<file path="src/rtl/fp8l_pkg.sv">
package fp8l_pkg;

  typedef enum logic {
    OP_MUL = 1'b0,
    OP_DIV = 1'b1
  } fp8l_op_e;

  // Codes whose nearest log2 step lands one above the raw mantissa
  function automatic logic [15:0] log_bump_mask(input int man_w);
    logic [15:0] m;
    m = '0;
    if (man_w == 3) begin
      for (int i = 2; i <= 5; i++) m[i] = 1'b1;
    end else begin
      for (int i = 2; i <= 14; i++) m[i] = 1'b1;
    end
    return m;
  endfunction

  // Codes whose nearest exp2 step lands one below the raw fraction
  function automatic logic [15:0] alog_drop_mask(input int man_w);
    logic [15:0] m;
    m = '0;
    if (man_w == 3) begin
      for (int i = 3; i <= 6; i++) m[i] = 1'b1;
    end else begin
      for (int i = 2; i <= 14; i++) m[i] = 1'b1;
    end
    return m;
  endfunction

  function automatic int fmt_bias(input int exp_w);
    return (1 << (exp_w - 1)) - 1;
  endfunction

endpackage

</file>
<file path="src/rtl/fp8l_log_conv.sv">
module fp8l_log_conv #(
  parameter int EXP_W = 4,
  parameter int MAN_W = 7 - EXP_W
) (
  input  logic [EXP_W-1:0]       exp_i,
  input  logic [MAN_W-1:0]       frac_i,
  output logic [EXP_W+MAN_W-1:0] log_o
);
  localparam int LW = EXP_W + MAN_W;
  localparam logic [15:0] BUMP = fp8l_pkg::log_bump_mask(MAN_W);

  logic bump;

  always_comb begin
    bump  = BUMP[4'(frac_i)];
    // add on the whole concatenation so a fraction carry reaches the exponent
    log_o = {exp_i, frac_i} + LW'(bump);
  end
endmodule

</file>
<file path="src/rtl/fp8l_alog_conv.sv">
module fp8l_alog_conv #(
  parameter int MAN_W = 3
) (
  input  logic [MAN_W-1:0] frac_i,
  output logic [MAN_W-1:0] frac_o
);
  localparam logic [15:0] DROP = fp8l_pkg::alog_drop_mask(MAN_W);

  logic drop;

  always_comb begin
    drop   = DROP[4'(frac_i)];
    frac_o = frac_i - MAN_W'(drop);
  end
endmodule

</file>
<file path="src/rtl/fp8l_repack.sv">
module fp8l_repack #(
  parameter int EXP_W = 4,
  parameter int MAN_W = 7 - EXP_W,
  parameter int SW    = EXP_W + MAN_W + 3
) (
  input  logic                 sign_i,
  input  logic                 zero_i,
  input  logic                 sat_i,
  input  logic signed [SW-1:0] exp_i,
  input  logic [MAN_W-1:0]     frac_i,
  output logic [7:0]           word_o,
  output logic                 ovf_o,
  output logic                 unf_o
);
  localparam logic signed [SW-1:0] EMAX_S = SW'((1 << EXP_W) - 1);
  localparam logic signed [SW-1:0] EMIN_S = SW'(1);

  logic too_big;
  logic too_small;

  always_comb begin
    too_big   = exp_i > EMAX_S;
    too_small = exp_i < EMIN_S;
    word_o    = {sign_i, 7'h00};
    ovf_o     = 1'b0;
    unf_o     = 1'b0;
    if (zero_i) begin
      word_o = {sign_i, 7'h00};
    end else if (sat_i || too_big) begin
      word_o = {sign_i, 7'h7F};
      ovf_o  = 1'b1;
    end else if (too_small) begin
      word_o = {sign_i, 7'h00};
      unf_o  = 1'b1;
    end else begin
      word_o = {sign_i, exp_i[EXP_W-1:0], frac_i};
    end
  end
endmodule

</file>
<file path="src/rtl/fp8l_muldiv.sv">
module fp8l_muldiv #(
  parameter int EXP_W = 4
) (
  input  logic [7:0] a_i,
  input  logic [7:0] b_i,
  input  logic       op_div_i,
  output logic [7:0] res_o,
  output logic       ovf_o,
  output logic       unf_o
);
  import fp8l_pkg::*;

  localparam int MAN_W = 7 - EXP_W;
  localparam int LW    = EXP_W + MAN_W;
  localparam int SW    = LW + 3;
  localparam int BIAS  = fmt_bias(EXP_W);
  localparam logic signed [SW-1:0] BIAS_SH = SW'(BIAS << MAN_W);

  // named internal events
  logic                 zero_a, zero_b;
  logic                 div_by_zero, zero_res;
  logic                 res_sign;
  logic [LW-1:0]        la_v, lb_v;
  logic signed [SW-1:0] la_s, lb_s, sum_s, exp_s;
  logic [MAN_W-1:0]     fr_raw, fr_cnv;
  fp8l_op_e             op;

  fp8l_log_conv #(.EXP_W(EXP_W), .MAN_W(MAN_W)) u_log_a (
    .exp_i (a_i[6:MAN_W]),
    .frac_i(a_i[MAN_W-1:0]),
    .log_o (la_v)
  );

  fp8l_log_conv #(.EXP_W(EXP_W), .MAN_W(MAN_W)) u_log_b (
    .exp_i (b_i[6:MAN_W]),
    .frac_i(b_i[MAN_W-1:0]),
    .log_o (lb_v)
  );

  always_comb begin
    op          = fp8l_op_e'(op_div_i);
    zero_a      = a_i[6:0] == 7'h00;
    zero_b      = b_i[6:0] == 7'h00;
    res_sign    = a_i[7] ^ b_i[7];
    div_by_zero = (op == OP_DIV) && zero_b;
    zero_res    = (op == OP_MUL) ? (zero_a || zero_b) : (zero_a && !zero_b);
    la_s        = $signed({3'b000, la_v});
    lb_s        = $signed({3'b000, lb_v});
    if (op == OP_DIV) sum_s = la_s - lb_s + BIAS_SH;
    else              sum_s = la_s + lb_s - BIAS_SH;
    exp_s  = sum_s >>> MAN_W;
    fr_raw = sum_s[MAN_W-1:0];
  end

  fp8l_alog_conv #(.MAN_W(MAN_W)) u_alog (
    .frac_i(fr_raw),
    .frac_o(fr_cnv)
  );

  fp8l_repack #(.EXP_W(EXP_W), .MAN_W(MAN_W), .SW(SW)) u_pack (
    .sign_i(res_sign),
    .zero_i(zero_res),
    .sat_i (div_by_zero),
    .exp_i (exp_s),
    .frac_i(fr_cnv),
    .word_o(res_o),
    .ovf_o (ovf_o),
    .unf_o (unf_o)
  );
endmodule

</file>
<file path="config.mk">
export PLATFORM = sky130hd
export DESIGN_NAME = fp8l_muldiv
export DESIGN_NICKNAME = d
export VERILOG_FILES = /design/src/rtl/fp8l_pkg.sv /design/src/rtl/fp8l_log_conv.sv /design/src/rtl/fp8l_alog_conv.sv /design/src/rtl/fp8l_repack.sv /design/src/rtl/fp8l_muldiv.sv
export SDC_FILE = /design/constraint.sdc
export NUM_CORES = 1
export LEC_CHECK = 0
export BUFFER_PORTS_ARGS = -buffer_cell sky130_fd_sc_hd__buf_2
export CAP_MARGIN = 20
export CELL_PAD_IN_SITES_DETAIL_PLACEMENT = 0
export CELL_PAD_IN_SITES_GLOBAL_PLACEMENT = 2
export CORE_ASPECT_RATIO = 0.9
export CORE_UTILIZATION = 37
export DETAILED_ROUTE_END_ITERATION = 6
export PLACE_DENSITY = 0.93
export REMOVE_ABC_BUFFERS = 1
export SETUP_SLACK_MARGIN = 0.1
export SYNTH_ARGS = -nofsm -noshare
export SYNTH_HDL_FRONTEND = slang
export SYNTH_SLANG_ARGS = --single-unit
</file>
<file path="constraint.sdc">
create_clock -name vclk -period 14.6
set_clock_uncertainty 0.15 [all_clocks]
set_input_delay 2.92 -clock vclk [all_inputs]
set_output_delay 2.92 -clock vclk [all_outputs]
set_load 0.005 [all_outputs]
</file>
==> impl_metrics.json, run 1 <==
{
  "status": "finished, final reports clean",
  "yosysWarnings": 0,
  "synthCells": 174,
  "clock_power_share_pct": 0,
  "diodes": 0,
  "core_area_sq_um": 3480,
  "cts_setup_buffers": 0,
  "pwr-share-seq_pct": 0,
  "rows": 20,
  "crit_buf_inv": 2,
  "wl_per_cell_microns": 13.5,
  "p_leak_nw": 0.720,
  "grt_use_total_pct": 18.1,
  "vias": 1319,
  "maxSlewViolCount": 0,
  "worstPathRequired_ps": 11530,
  "max_freq_mhz": 105,
  "power.internal_w": 0.0000579,
  "endpoint_kind": "output port",
  "slew_headroom_pct": 42.5,
  "grt_pass1_wl_microns": 5670,
  "n_clock_buffer": 0,
  "hold_viol_final": 0,
  "cts_resized": 0,
  "crit_slowest_cell": "fa_1",
  "finalCriticalPeriod_ps": 9570,
  "worst_pin_slew_ps": 851,
  "gp_congestion": 0.876,
  "cap_violations": 0,
  "syn_to_final_growth_pct": 11.7,
  "die_w_microns": 66.3,
  "dpl.hpwl_microns": 2850,
  "path_cells": "buf_2, ha_1, ha_1, nand2_1, xnor2_1, ha_1, fa_1, maj3_1, a21oi_1, o21ai_0, xnor2_1, nor2_1, nor3_4, nand3b_2, a31o_1, buf_2",
  "final_nets": 242,
  "floorplan.initialDensity_pct": 39.6,
  "max_stage_delay_ps": 510,
  "die_y_microns": 59.9,
  "grt_antenna_before_repair": 0,
  "p_switching_w": 0.0000665,
  "vias_per_cell": 5.50,
  "drive_above_1_share_pct": 21.4,
  "critical-path-top-delay-family": "adder cells",
  "endpoint": "res_o[2]",
  "synth_cell_type_count": 52,
  "die_area_sq_um": 3970,
  "tns_ps": 0,
  "path_common_cell": "ha_1",
  "crit_fanout": 8,
  "critPathLaunch": "a_i[1]",
  "wl_microns": 3240,
  "final_common_cell": "buf_2",
  "grt_pass1_vias": 1226,
  "drt-initial-drc-count": 60,
  "peakVddDrop_v": 0.0000234,
  "io_buffers": 27,
  "path_class": "in2out",
  "io_pins": 27,
  "synth_seq_area_share_pct": 0,
  "avgSynthCellArea_sq_um": 7.92,
  "setup_viol": 0,
  "design.seq.count": 0,
  "regArea_sq_um": 0,
  "p_per_area_nw_per_um2": 80.9,
  "combPwrFrac_pct": 100.0,
  "overflow": 0,
  "fin_ws_ps": 5030,
  "switching_share_pct": 53.5,
  "cp-start-kind": "primary input",
  "syn-cell-area_sq_um": 1380,
  "drc": 0,
  "cp.arrival_ps": 6500,
  "ant_nets": 0,
  "rsz0062_at_grt": "no",
  "grt_max_degree": 19,
  "dr.pass1.iters": 4,
  "cp.depth": 16,
  "min-delay-path-class": "in2out",
  "period_share_pct": 65.5,
  "dp_slack_ps": 5070,
  "layout_common_cells": "27 x buf_2, 25 x ha_1, 20 x xnor2_1, 16 x nand2_1, 14 x inv_1",
  "ctsHoldBuffers": 0
}
-- power groups by stage --
stage | clock (W) | sequential [W] | combinational, W
detailed placement | 0 | 0 | 0.000125
floorplan | 0 | 0 | 0.0000916
global route | 0 | 0 | 0.000140
finish | 0 | 0 | 0.000124
global placement | 0 | 0 | 0.000123
CTS | 0 | 0 | 0.000126
-- worst min-delay path, cell delays in order --
cell	delay, ps
buf_2	80
xor2_1	50
buf_2	120
-- routing by layer --
metal | vias to the layer above | global-route usage [%] | wire (microns) | part of all wire, %
li1 | 679 | - | - | -
met1 | 618 | 25.7 | 1640 | 51
met2 | 22 | 32.7 | 1480 | 46
met3 | 0 | 0 | 115 | 3.5
met4 | 0 | 0 | 0 | 0
met5 | - | 0 | 0 | 0
-- synth_stat cells (all sizes together) (4+ instances only) --
master,instances,area (sq um)
a21o,4,30.0
a21oi,10,50.1
buf,4,25.0
ha,25,313
inv,14,52.6
nand2,16,60.1
nand4,4,25.0
nor2,11,41.3
nor3,5,41.3
o21ai,6,45.1
xnor2,20,175
xor2,7,61.3
-- metrics by stage --
step,hold slack [ps],cells,cell area (sq um),total power (W),utilization (%)
finish,5940,240,1540,0.000124,44.2
global route,5940,240,1540,0.000140,44.2
CTS,5940,240,1540,0.000126,44.2
detailed placement,5940,240,1540,0.000125,44.2
global placement,5940,240,1540,0.000123,44.2
floorplan,5740,169,1350,0.0000916,-
-- final cells by class --
cell class                      instances  area, sq um
Tap cell                               44         55.1
Inverter                               14         52.6
Timing Repair Buffer                   27          135
Fill cell                             369         1940
Multi-Input combinational cell        155         1300
-- worst min-delay path by stage --
stage	endpoint	startpoint	cells after the start
2_1_floorplan	res_o[7]	a_i[7]	1
3_3_place_gp	res_o[7]	a_i[7]	3
3_5_place_dp	res_o[7]	a_i[7]	3
4_1_cts	res_o[7]	a_i[7]	3
5_1_grt	res_o[7]	a_i[7]	3
6_report	res_o[7]	a_i[7]	3
-- cell families (layout without fill, tap and decap cells) --
kind of cell               count (synthesis)  after routing  synth area share, %
AOI/OAI and AO/OA                         42             42                 24.3
adders and majority gates                 28             28                 26.3
xor gates and xnor gates                  27             27                 17.2
buffers and inverters                     19             41                 5.90
and+or+nand+nor                           55             55                 24.2
muxes                                      3              3                 2.18
Note: power is estimated with default switching activity, not from simulation.
==> inputs of run 2 (changes only) <==
CORE_UTILIZATION = 31   (was 37)
PLACE_DENSITY = 0.83   (was 0.93)
clock period = 8.35 ns   (was 14.6 ns; I/O delays follow)
==> run 2 against run 1 <==
Against the previous run:
- sequential share of layout area is the same
- combinational power grew 77%
- worst hold slack lost 2500 ps
==> impl_metrics.json, run 2 (same netlist as run 1, synthesis figures left out) <==
{
  "clock_power_share_pct": 0,
  "maxSlewViolCount": 0,
  "final_common_cell": "buf_2",
  "cp-start-kind": "primary input",
  "grt_pass1_wl_microns": 5670,
  "max_stage_delay_ps": 510,
  "worst_pin_slew_ps": 867,
  "fin_util_pct": 37.5,
  "floorplan.initialDensity_pct": 33.1,
  "cp.arrival_ps": 5290,
  "drive_above_1_share_pct": 21.4,
  "pwr-share-seq_pct": 0,
  "wl_per_cell_microns": 13.1,
  "path_class": "in2out",
  "cap_violations": 0,
  "tns_ps": 0,
  "wl_microns": 3340,
  "drt-initial-drc-count": 75,
  "combPwrFrac_pct": 100.0,
  "grt_use_total_pct": 14.7,
  "switching_share_pct": 53.9,
  "hold_viol_final": 0,
  "finish.cell_count_without_fillers": 256,
  "die_w_microns": 72.3,
  "design.seq.count": 0,
  "max_freq_mhz": 141,
  "grt_pass1_vias": 1277,
  "core_area_sq_um": 4160,
  "finalCriticalPeriod_ps": 7110,
  "overflow": 0,
  "crit_fanout": 8,
  "cts_setup_buffers": 0,
  "gp_congestion": 0.848,
  "p_per_area_nw_per_um2": 141,
  "dp.cells": 256,
  "syn_to_final_growth_pct": 13.2,
  "diodes": 0,
  "rsz0062_at_grt": "no",
  "vias_per_cell": 5.11,
  "die_area_sq_um": 4710,
  "ctsHoldBuffers": 0,
  "io_pins": 27,
  "final_nets": 242,
  "period_share_pct": 85.1,
  "crit_slowest_cell": "fa_1",
  "path_cells": "buf_2, ha_1, ha_1, nand2_1, xnor2_1, ha_1, fa_1, maj3_1, a21oi_1, o21ai_0, xnor2_1, nor2_1, nor3_4, o21ai_4, o21bai_1, buf_2",
  "power.internal_w": 0.000101,
  "grt_antenna_before_repair": 0,
  "drc": 0,
  "status": "finished, final reports clean",
  "dpl.hpwl_microns": 2910,
  "endpoint_kind": "output port",
  "min-delay-path-class": "in2out",
  "ant_nets": 0,
  "die_y_microns": 65.2,
  "regArea_sq_um": 0,
  "grt_max_degree": 19,
  "layout_common_cells": "27 x buf_2, 25 x ha_1, 20 x xnor2_1, 16 x nand2_1, 14 x inv_1",
  "crit_buf_inv": 2,
  "worstPathRequired_ps": 6530,
  "path_common_cell": "ha_1",
  "n_clock_buffer": 0,
  "vias": 1309,
  "p_leak_nw": 0.720,
  "peakVddDrop_v": 0.0000734,
  "p_switching_w": 0.000118,
  "slew_headroom_pct": 41.4,
  "dr.pass1.iters": 4,
  "rows": 22,
  "io_buffers": 27,
  "hold-worst-slack_ps": 3440,
  "cts_resized": 0,
  "critical-path-top-delay-family": "adder cells",
  "setup_viol": 0
}
==> run 2: metrics by stage <==
step,worst slack (ps),total power (W),area [sq um]
after global placement,1260,0.000217,1560
after CTS,1230,0.000220,1560
after global routing,927,0.000247,1560
after floorplan,1910,0.000160,1350
after detailed placement,1250,0.000219,1560
final,1240,0.000219,1560
==> run 2: cell type report <==
type | count | area, sq um
tap | 60 | 75.1
fill | 435 | 2600
multi-input combinational | 155 | 1300
inverter | 14 | 52.6
timing repair buffer | 27 | 135
==> run 2: worst min-delay path: stages <==
cell	delay (ps)
buf_2	80
xor2_1	50
buf_2	120
==> run 2: final timing paths <==
path	startpoint	to	depth (start not counted)
max	a_i[2]	res_o[0]	16
min	a_i[7]	res_o[7]	3
==> run 2: power groups by stage <==
| stage | Clock (W) | Sequential [W] | Combinational (W) |
|---|---|---|---|
| floorplan | 0 | 0 | 0.000160 |
| global placement | 0 | 0 | 0.000217 |
| detailed placement | 0 | 0 | 0.000219 |
| CTS | 0 | 0 | 0.000220 |
| global route | 0 | 0 | 0.000247 |
| finish | 0 | 0 | 0.000219 |
==> run 2: layer usage <==
metal | vias to the layer above | track usage [%] | part of all wire [%]
met5 | - | 0 | 0
li1 | 680 | - | -
met2 | 18 | 27.8 | 49
met1 | 611 | 19.2 | 48
met3 | 0 | 0.767 | 3.3
met4 | 0 | 0.735 | 0
